<file path="src/rtl/dma_arb_pkg.sv">
package dma_arb_pkg;

  // Bit positions of the fixed channels in the grant vector
  localparam int REFRESH_IDX  = 0;
  localparam int DISK_IDX     = 1;
  localparam int AUDIO_IDX    = 2;
  localparam int SPR_BASE_IDX = 3;

  // Width-mode and resolution codes 3 behave like code 2
  function automatic logic [2:0] fetch_shift(input logic [1:0] width_mode,
                                             input logic [1:0] res_mode);
    logic [2:0] w;
    logic [2:0] r;
    w = (width_mode == 2'd3) ? 3'd2 : {1'b0, width_mode};
    r = (res_mode == 2'd3) ? 3'd2 : {1'b0, res_mode};
    return w + r;
  endfunction

endpackage

</file>
<file path="src/rtl/dma_slot_map.sv">
module dma_slot_map
  import dma_arb_pkg::*;
#(
  parameter int HPOS_W      = 11,
  parameter int NUM_SPR     = 8,
  parameter int REFRESH_END = 48,
  parameter int DISK_END    = 96,
  parameter int AUDIO_END   = 160,
  parameter int SPR_SLOT    = 32,
  localparam int NFIX       = SPR_BASE_IDX + NUM_SPR
) (
  input  logic [HPOS_W-1:0] hpos,
  output logic [NFIX-1:0]   fixed_owner
);

  localparam logic [HPOS_W-1:0] REF_LIM = HPOS_W'(REFRESH_END);
  localparam logic [HPOS_W-1:0] DSK_LIM = HPOS_W'(DISK_END);
  localparam logic [HPOS_W-1:0] AUD_LIM = HPOS_W'(AUDIO_END);

  assign fixed_owner[REFRESH_IDX] = (hpos < REF_LIM);
  assign fixed_owner[DISK_IDX]    = (hpos >= REF_LIM) && (hpos < DSK_LIM);
  assign fixed_owner[AUDIO_IDX]   = (hpos >= DSK_LIM) && (hpos < AUD_LIM);

  for (genvar k = 0; k < NUM_SPR; k++) begin : g_spr
    localparam logic [HPOS_W-1:0] LO = HPOS_W'(AUDIO_END + k * SPR_SLOT);
    localparam logic [HPOS_W-1:0] HI = HPOS_W'(AUDIO_END + (k + 1) * SPR_SLOT);
    assign fixed_owner[SPR_BASE_IDX + k] = (hpos >= LO) && (hpos < HI);
  end

endmodule

</file>
<file path="src/rtl/dma_fetch_window.sv">
module dma_fetch_window
  import dma_arb_pkg::*;
#(
  parameter int HPOS_W       = 11,
  parameter int START_W      = 8,
  parameter int BASE_ALIGN   = 16,
  parameter int MIN_UNIT     = 64,
  parameter int PREFETCH_MAX = 64,
  parameter int PIPE_GAP     = 4,
  localparam int CW          = HPOS_W + 2
) (
  input  logic [HPOS_W-1:0]  hpos,
  input  logic [START_W-1:0] start_reg,
  input  logic [START_W-1:0] stop_reg,
  input  logic [1:0]         width_mode,
  input  logic [1:0]         res_mode,
  output logic               in_fetch,
  output logic               in_pixel
);

  localparam logic [CW-1:0] BASE_A  = CW'(BASE_ALIGN);
  localparam logic [CW-1:0] UNIT_LO = CW'(MIN_UNIT);
  localparam logic [CW-1:0] PRE_HI  = CW'(PREFETCH_MAX);
  localparam logic [CW-1:0] GAP     = CW'(PIPE_GAP);

  logic [CW-1:0] align, unit, pre, start_pos, aligned, stop_pos;
  logic [CW-1:0] win_end, pix_start, pix_end, h;
  logic          win_ok;

  always_comb begin
    align     = BASE_A << fetch_shift(width_mode, res_mode);
    unit      = (align < UNIT_LO) ? UNIT_LO : align;
    pre       = (align > PRE_HI) ? PRE_HI : align;
    start_pos = CW'({start_reg, 3'b000});
    stop_pos  = CW'({stop_reg, 3'b000});
    aligned   = start_pos & ~(align - CW'(1));
    win_end   = stop_pos + unit;
    pix_start = aligned + GAP + pre;
    pix_end   = win_end + GAP + pre;
    h         = CW'(hpos);
    win_ok    = (stop_reg >= start_reg);
    in_fetch  = win_ok && (h >= aligned) && (h < win_end);
    in_pixel  = win_ok && (h >= pix_start) && (h < pix_end);
  end

endmodule

</file>
<file path="src/rtl/dma_slot_arbiter.sv">
module dma_slot_arbiter
  import dma_arb_pkg::*;
#(
  parameter int HPOS_W  = 11,
  parameter int START_W = 8,
  parameter int NUM_SPR = 8,
  localparam int NFIX   = SPR_BASE_IDX + NUM_SPR,
  localparam int NCH    = NFIX + 1,
  localparam int BP_IDX = NFIX
) (
  input  logic               clk,
  input  logic               rst,
  input  logic [HPOS_W-1:0]  hpos,
  input  logic [START_W-1:0] fetch_start,
  input  logic [START_W-1:0] fetch_stop,
  input  logic [1:0]         bus_width,
  input  logic [1:0]         pix_res,
  input  logic [NCH-1:0]     chan_en,
  output logic [NCH-1:0]     grant,
  output logic               pix_valid
);

  logic [NFIX-1:0] fixed_owner, fixed_live;
  logic            in_fetch, in_pixel;
  logic [NCH-1:0]  grant_d;

  dma_slot_map #(.HPOS_W(HPOS_W), .NUM_SPR(NUM_SPR)) u_map (
    .hpos        (hpos),
    .fixed_owner (fixed_owner)
  );

  dma_fetch_window #(.HPOS_W(HPOS_W), .START_W(START_W)) u_win (
    .hpos       (hpos),
    .start_reg  (fetch_start),
    .stop_reg   (fetch_stop),
    .width_mode (bus_width),
    .res_mode   (pix_res),
    .in_fetch   (in_fetch),
    .in_pixel   (in_pixel)
  );

  always_comb begin
    fixed_live = fixed_owner & chan_en[NFIX-1:0];
    grant_d    = '0;
    if (in_fetch && chan_en[BP_IDX]) begin
      // a disabled fixed owner keeps its slot idle
      if (fixed_owner == '0 || fixed_live != '0) grant_d[BP_IDX] = 1'b1;
    end else begin
      grant_d[NFIX-1:0] = fixed_live;
    end
  end

  always_ff @(posedge clk) begin
    if (rst) begin
      grant     <= '0;
      pix_valid <= 1'b0;
    end else begin
      grant     <= grant_d;
      pix_valid <= in_pixel;
    end
  end

endmodule

</file>
<file path="config.mk">
export PLATFORM = sky130hd
export DESIGN_NAME = dma_slot_arbiter
export DESIGN_NICKNAME = d
export VERILOG_FILES = /design/src/rtl/dma_arb_pkg.sv /design/src/rtl/dma_slot_map.sv /design/src/rtl/dma_fetch_window.sv /design/src/rtl/dma_slot_arbiter.sv
export SDC_FILE = /design/constraint.sdc
export NUM_CORES = 1
export LEC_CHECK = 0
export ABC_AREA = 1
export BUFFER_PORTS_ARGS = -buffer_cell sky130_fd_sc_hd__buf_2
export CELL_PAD_IN_SITES_DETAIL_PLACEMENT = 0
export CELL_PAD_IN_SITES_GLOBAL_PLACEMENT = 1
export CORE_MARGIN = 2
export CORE_UTILIZATION = 35
export CTS_CLUSTER_SIZE = 28
export DETAILED_ROUTE_END_ITERATION = 8
export PLACE_DENSITY = 0.79
export SLEW_MARGIN = 20
export SYNTH_ARGS = -nofsm -noshare
export SYNTH_HDL_FRONTEND = slang
export SYNTH_SLANG_ARGS = --single-unit
</file>
<file path="constraint.sdc">
create_clock -name clk -period 3.65 [get_ports clk]
set_input_delay 0.365 -clock clk [delete_from_list [all_inputs] [get_ports clk]]
set_output_delay 0.365 -clock clk [all_outputs]
set_load 0.02 [all_outputs]
</file>
== Word level (Yosys, flattened, before mapping) ==
Cells that the tools add are included.

* Register bits after elaboration: 13
* Bits of input ports: 45
* Output and inout port bits: 13
* Word-level logic and storage cells: 70

* Reduce and logical (&&, ||, !) cells: 20
* Shift-type cells: 1
* Add/subtract/negate cells: 7
* Bitwise logic cells: 4
* Mux-type cells: 5
* Equality and inequality tests: 2
* Order comparisons: 28

{| class="wikitable"
|+ Operators with widths
! kind !! count
|-
| less-than comparator 11 x 9 -> 1 bit (second input constant) || 6
|-
| greater-or-equal comparator 11 x 9 -> 1 bit (second input constant) || 5
|-
| greater-or-equal comparator 11 x 8 -> 1 bit (second input constant) || 3
|-
| less-than comparator 11 x 8 -> 1 bit (second input constant) || 3
|-
| adder 13 bit || 2
|-
| adder 13 x 3 -> 13 bit (second input constant) || 2
|-
| greater-or-equal comparator 11 x 13 -> 1 bit || 2
|-
| less-than comparator 11 x 13 -> 1 bit || 2
|-
| 2-to-1 mux 13 bit || 2
|-
| logical AND 1 bit || 15
|-
| adder 11 x 13 -> 13 bit || 1
|-
| AND 11 x 13 -> 13 bit || 1
|-
| > comparator 13 x 7 -> 1 bit (second input constant) || 1
|-
| less-than comparator 13 x 7 -> 1 bit (second input constant) || 1
|-
| NOT 13 bit || 1
|-
| << shifter 5 x 3 -> 13 bit (first input constant) || 1
|-
| subtractor 13 x 1 -> 13 bit (second input constant) || 1
|-
| AND 11 bit || 1
|-
| greater-or-equal comparator 11 x 6 -> 1 bit (second input constant) || 1
|-
| greater-or-equal comparator 11 x 7 -> 1 bit (second input constant) || 1
|-
| zero test 11 bit || 1
|-
| less-than comparator 11 x 6 -> 1 bit (second input constant) || 1
|-
| less-than comparator 11 x 7 -> 1 bit (second input constant) || 1
|-
| nonzero test 11 bit || 1
|-
| 8 further kinds || 11
|}

== Longest topological paths before layout ==
* Depth after elaboration: 13
* Depth in mapped cells: 26
* Gate-level depth less buffers: 25

== Hierarchy ==
Synthesis repeated with hierarchy kept, for this count alone.

* Cells, all modules: 438
* Area total of the unflattened synthesis: 2781.4 µm²

{| class="wikitable"
|+ Modules (own cells, without submodules)
! module !! times used !! area an instance (µm²) !! sequential area each (µm²) !! cells an instance
|-
| dma_fetch_window || 1 || 2167.1 || 0.0 || 340
|-
| dma_slot_arbiter || 1 || 455.4 || 260.2 || 62
|-
| dma_slot_map || 1 || 158.9 || 0.0 || 36
|}

== Worst setup path after synthesis ==
No wires, ideal clock.

* Path kind: input to register
* Start point: in pix_res[0]
* End point: reg pix_valid
* Buffers on the path: 0
* Data arrival time: 3.879 ns
* Required time: 3.530 ns
* Library setup time: 0.120 ns
* Slack: -0.349 ns
* Stages: 25
* Cells stage by stage: inv_1 nor2_1 ha_1 inv_1 fa_1 inv_2 nand2_4 nor2_1 ha_1 nand2_1 nand2_1 a21oi_2 xor2_1 inv_1 ha_1 ha_1 inv_1 o21bai_1 a31oi_1 xor2_1 ha_1 nand2_1 o21bai_1 a21oi_1 a21oi_1

* Word-level cells in the longest chain between the ends: 12
* Elaborated cells between the ends (all ways): 20
* Classes of those cells: 7 x add/sub; 4 x order compare; 1 x eq/ne; 1 x shift; 3 x mux; 2 x bitwise; 2 x reduce/logical

{| class="wikitable"
|+ RTL lines
! element !! RTL line !! RTL
|-
| from (decl) || dma_slot_arbiter.sv:17 || <nowiki>input logic [1:0] pix_res,</nowiki>
|-
| equality test 2 bit || dma_arb_pkg.sv:15 || <nowiki>r = (res_mode == 2'd3) ? 3'd2 : {1'b0, res_mode};</nowiki>
|-
| 2-to-1 mux 2 bit * || dma_arb_pkg.sv:15 ||
|-
| adder 3 bit * || dma_arb_pkg.sv:16 || <nowiki>return w + r;</nowiki>
|-
| << shifter 5 x 3 -> 13 bit * || dma_fetch_window.sv:31 || <nowiki>align = BASE_A << fetch_shift(width_mode, res_mode);</nowiki>
|-
| branches (longest 7 deep; another with less-than comparator 13 x 7 -> 1 bit) || - ||
|-
| logical AND 1 bit * || dma_fetch_window.sv:43 || <nowiki>in_pixel = win_ok && (h >= pix_start) && (h < pix_end);</nowiki>
|-
| to (signal assigned) || dma_slot_arbiter.sv:59 || <nowiki>pix_valid <= in_pixel;</nowiki>
|-
| to (decl) || dma_slot_arbiter.sv:20 || <nowiki>output logic pix_valid</nowiki>
|}

Mark *: on every way between the ends.
A chain may end at the register's enable or synchronous reset.

== Worst setup path in the final report ==
Same ends and word-level chain as after synthesis.

==> out/qor_table.md <==
| Step | Parameter | Reported |
|:---|:---|:---|
| timing | Unrepaired setup endpoints after global routing | yes |
| run status | Failing checks | negative setup slack |
| finish | Fraction of final layout cells with drive strength greater than 1 | 0.376 |
| route | Via density per instance | 4.69 |
| route | Wire length per cell after detailed routing | 11.8 µm |
| clock tree | H-tree levels | 1 |
| clock tree | Clock transition at the registers of the reported paths | 0.05 ns |
| synthesis | Synthesis Warnings | 0 |
| critical path | Worst EP required | 3.78 ns |
| route | DRC errors left | 0 |
| route | Iter 0 DRT Violations | 78 |
| finish | Number of antenna cells inserted | 0 |
| timing | Total count of max-transition violations in the final report | 0 |
| clock tree | Number of buffers inserted for hold repair after clock tree synthesis | 0 |
| synthesis | Sequential cell area fraction in the yosys report | 0.0953 |
| global routing | Maximum number of pins on one net before global-route repair | 11 |
| route | Highest layer used for signal routing | met4 |
| timing | Hold Violations, Final | 0 |
| critical path | Most used cell, CP | inv_2 |
| synthesis | Netlist area before placement | 2730 µm² |
| critical path | Worst setup SP type | primary input |
| placed design | Gpl congestion | 0.839 |
| critical path | Largest stage delay on the critical path | 0.50 ns |
| timing | Setup TNS Final | -0.909 ns |
| synthesis | Top cells by area, synth | ha_1 (30%), nand2_1 (10%), dfxtp_1 (9.5%) |
| route | Routed met2 length | 3.88 mm |
| global routing | Total congestion overflow after global routing | 0 |
| placed design | Half-perimeter wire length after detailed placement | 6.44 mm |
| timing | Minimum hold slack | 0.415 ns |
| clock tree | Num CTS Buffers | 3 |
| global routing | Total routing usage reported by global routing | 0.185 |
| synthesis | Yosys reg bits | 13 |
| timing | Time the final worst path needs with I/O delays and setup | 3.77 ns |
| run status | Outcome | finished, violations left |
| run | Number of max-capacitance violations reported | 0 |
| route | Met3 routed WL | 308 µm |
| power and ir drop | Leakage | 0.00228 µW |
| floorplanning | Initial standard-cell utilization of the core | 0.357 |
| global routing | Initial antenna violation count | 0 |
| floorplanning | Vertical extent of the die | 92.3 µm |
| floorplanning | Top-level I/O count | 58 |
| critical path | Largest driver fanout on the critical path | 5 |
| route | Residual antenna-violating net count after detailed routing | 0 |
| route | Detailed-routing wirelength on met1 | 3.49 mm |
| floorplanning | Die Span X | 92.3 µm |
| floorplanning | Area of the placeable core | 7650 µm² |
| floorplanning | Standard-cell row count | 32 |
| timing | Highest Clock Rate | 0.265 GHz |
| synthesis | Unique cell type count in the Yosys netlist | 31 |
| synthesis | Avg Cell Area, Syn | 6.71 µm² |
| placed design | Port bufs | 57 |
| power and ir drop | IR Drop Worst-Case VDD | 0.000101 V |
| clock tree | CTS Buffer Depth | 2 |
| critical path | Setup crit end kind | register |
| critical path | Termination of the worst setup path | pix_valid |
| route | Number of vias after detailed routing | 3060 |
| synthesis | Gate count after technology mapping | 407 |
| synthesis | Yosys top cell area share | 0.302 |
| clock tree | Sink count of the clock tree | 13 |
| critical path | Type of the setup path with the least slack | primary input to register |
| timing | Final Cycle Share | 1.03 |
| min path | Origin of the worst min-delay path | chan_en[4] |
| synthesis | Area leader, netlist | ha_1 |
| timing | Final setup fails | 12 |
| clock tree | CTS tree | yes |
| clock tree | Buffer cell driving the clock tree root | clkbuf_8 |
| finish | Highest-count cells in the layout ignoring fill and taps | nand2_1 (67), buf_4 (67), inv_1 (61) |
| finish | Fin nets | 667 |
| placed design | Setup slack after placement | -0.548 ns |
| finish | Core Util, Final | 0.541 |
| route | DRT Wirelength | 7.73 mm |
| critical path | Start point of the critical path | pix_res[0] |
| min path | Hold WC Path Type | primary input to register |
| power and ir drop | Pwr Density | 298 nW/µm² |
| global routing | Number of global-route vias before repair | 3092 |
| global routing | First-pass GRT wire length | 13.0 mm |
| floorplanning | Die outline area | 8530 µm² |
| timing | Final Worst Setup Slack | -0.119 ns |
| critical path | Cell with the largest stage delay on the worst path | fa_1 |
| finish | Fillcell total | 751 |
| route | Router iterations before antenna repair | 4 |
| finish | Area Overhead vs Synth | 51.4% |
| critical path | Data arrival time of the critical path | 3.89 ns |
## how the worst min path moves through the flow
stage,end,cells after the start
6_report,grant[4],3
5_1_grt,grant[4],3
4_1_cts,grant[4],3
3_5_place_dp,grant[2],3
3_3_place_gp,grant[4],3
2_1_floorplan,grant[11],3
## layout make-up
cell class	instances	area, µm²	share of cell area
multi-input combinational	332	2530	0.611
timing repair buffer	131	908	0.220
inverter	71	269	0.0650
sequential	13	260	0.0629
tap	102	128	0.0309
clock buffer	4	45.0	0.0109
## through the flow
step,cell area [µm²],total power [µW],std cells
detailed placement,3650,965,630
CTS,3850,1150,645
finish,4140,1230,653
global route,4140,1380,653
floorplan,2830,694,418
global placement,3650,947,630
## cell usage after synthesis (all sizes together)
master,n
a21oi,33
buf,2
dfxtp,13
xnor2,4
a31oi,3
ha,66
o21ai,8
conb,1
a21o,3
o21a,6
nand3,20
inv,71
nor3,10
o21bai,2
a211o,1
nand4,16
o211ai,1
nand3b,3
fa,4
xor2,10
nand2,80
nor2,50
## logic make-up (layout without fill, tap and decap cells)
| kind of cell | count (synthesis) | in the layout | synth area share |
|---|---|---|---|
| buf+inv | 73 | 206 | 0.104 |
| xor+xnor | 14 | 14 | 0.0449 |
| flops | 13 | 13 | 0.0953 |
| simple gates | 179 | 179 | 0.302 |
| compound gates | 57 | 57 | 0.121 |
| fa+ha+maj | 70 | 70 | 0.332 |
| other cells | 1 | 12 | 0.00137 |
## state kept, by name, summed over array words and instances, names as in the netlist
name       flops
grant         12
pix_valid      1
## critical path, delay by kind of cell
family / cells / cell delay [ns]
AOI/OAI and AO/OA: 6 / 0.73
xor gates and xnor gates: 2 / 0.28
adders and majority gates: 6 / 1.64
buffers and inverters: 6 / 0.45
and+or+nand+nor: 6 / 0.43
## timing repair
item                       in CTS  in global routing
setup endpoints to repair      11                 13
pin swaps                      22                 35
gates resized for setup        18                 50
buffers inserted               11                  7
gates cloned                    0                  1
hold endpoints to repair        0                  0
## where the power goes
part	switching (µW)	internal (µW)
combinational	481	484
sequential	0.582	145
clock	46.0	76.7
total	528	705
## layer usage
| metal | global-route usage | up-vias |
|---|---|---|
| met5 | 0 | - |
| met4 | 0.0274 | 0 |
| met3 | 0.0163 | 4 |
| met2 | 0.359 | 58 |
| met1 | 0.222 | 1367 |
| li1 | - | 1631 |
No activity file was read; power rests on OpenSTA's default activity.
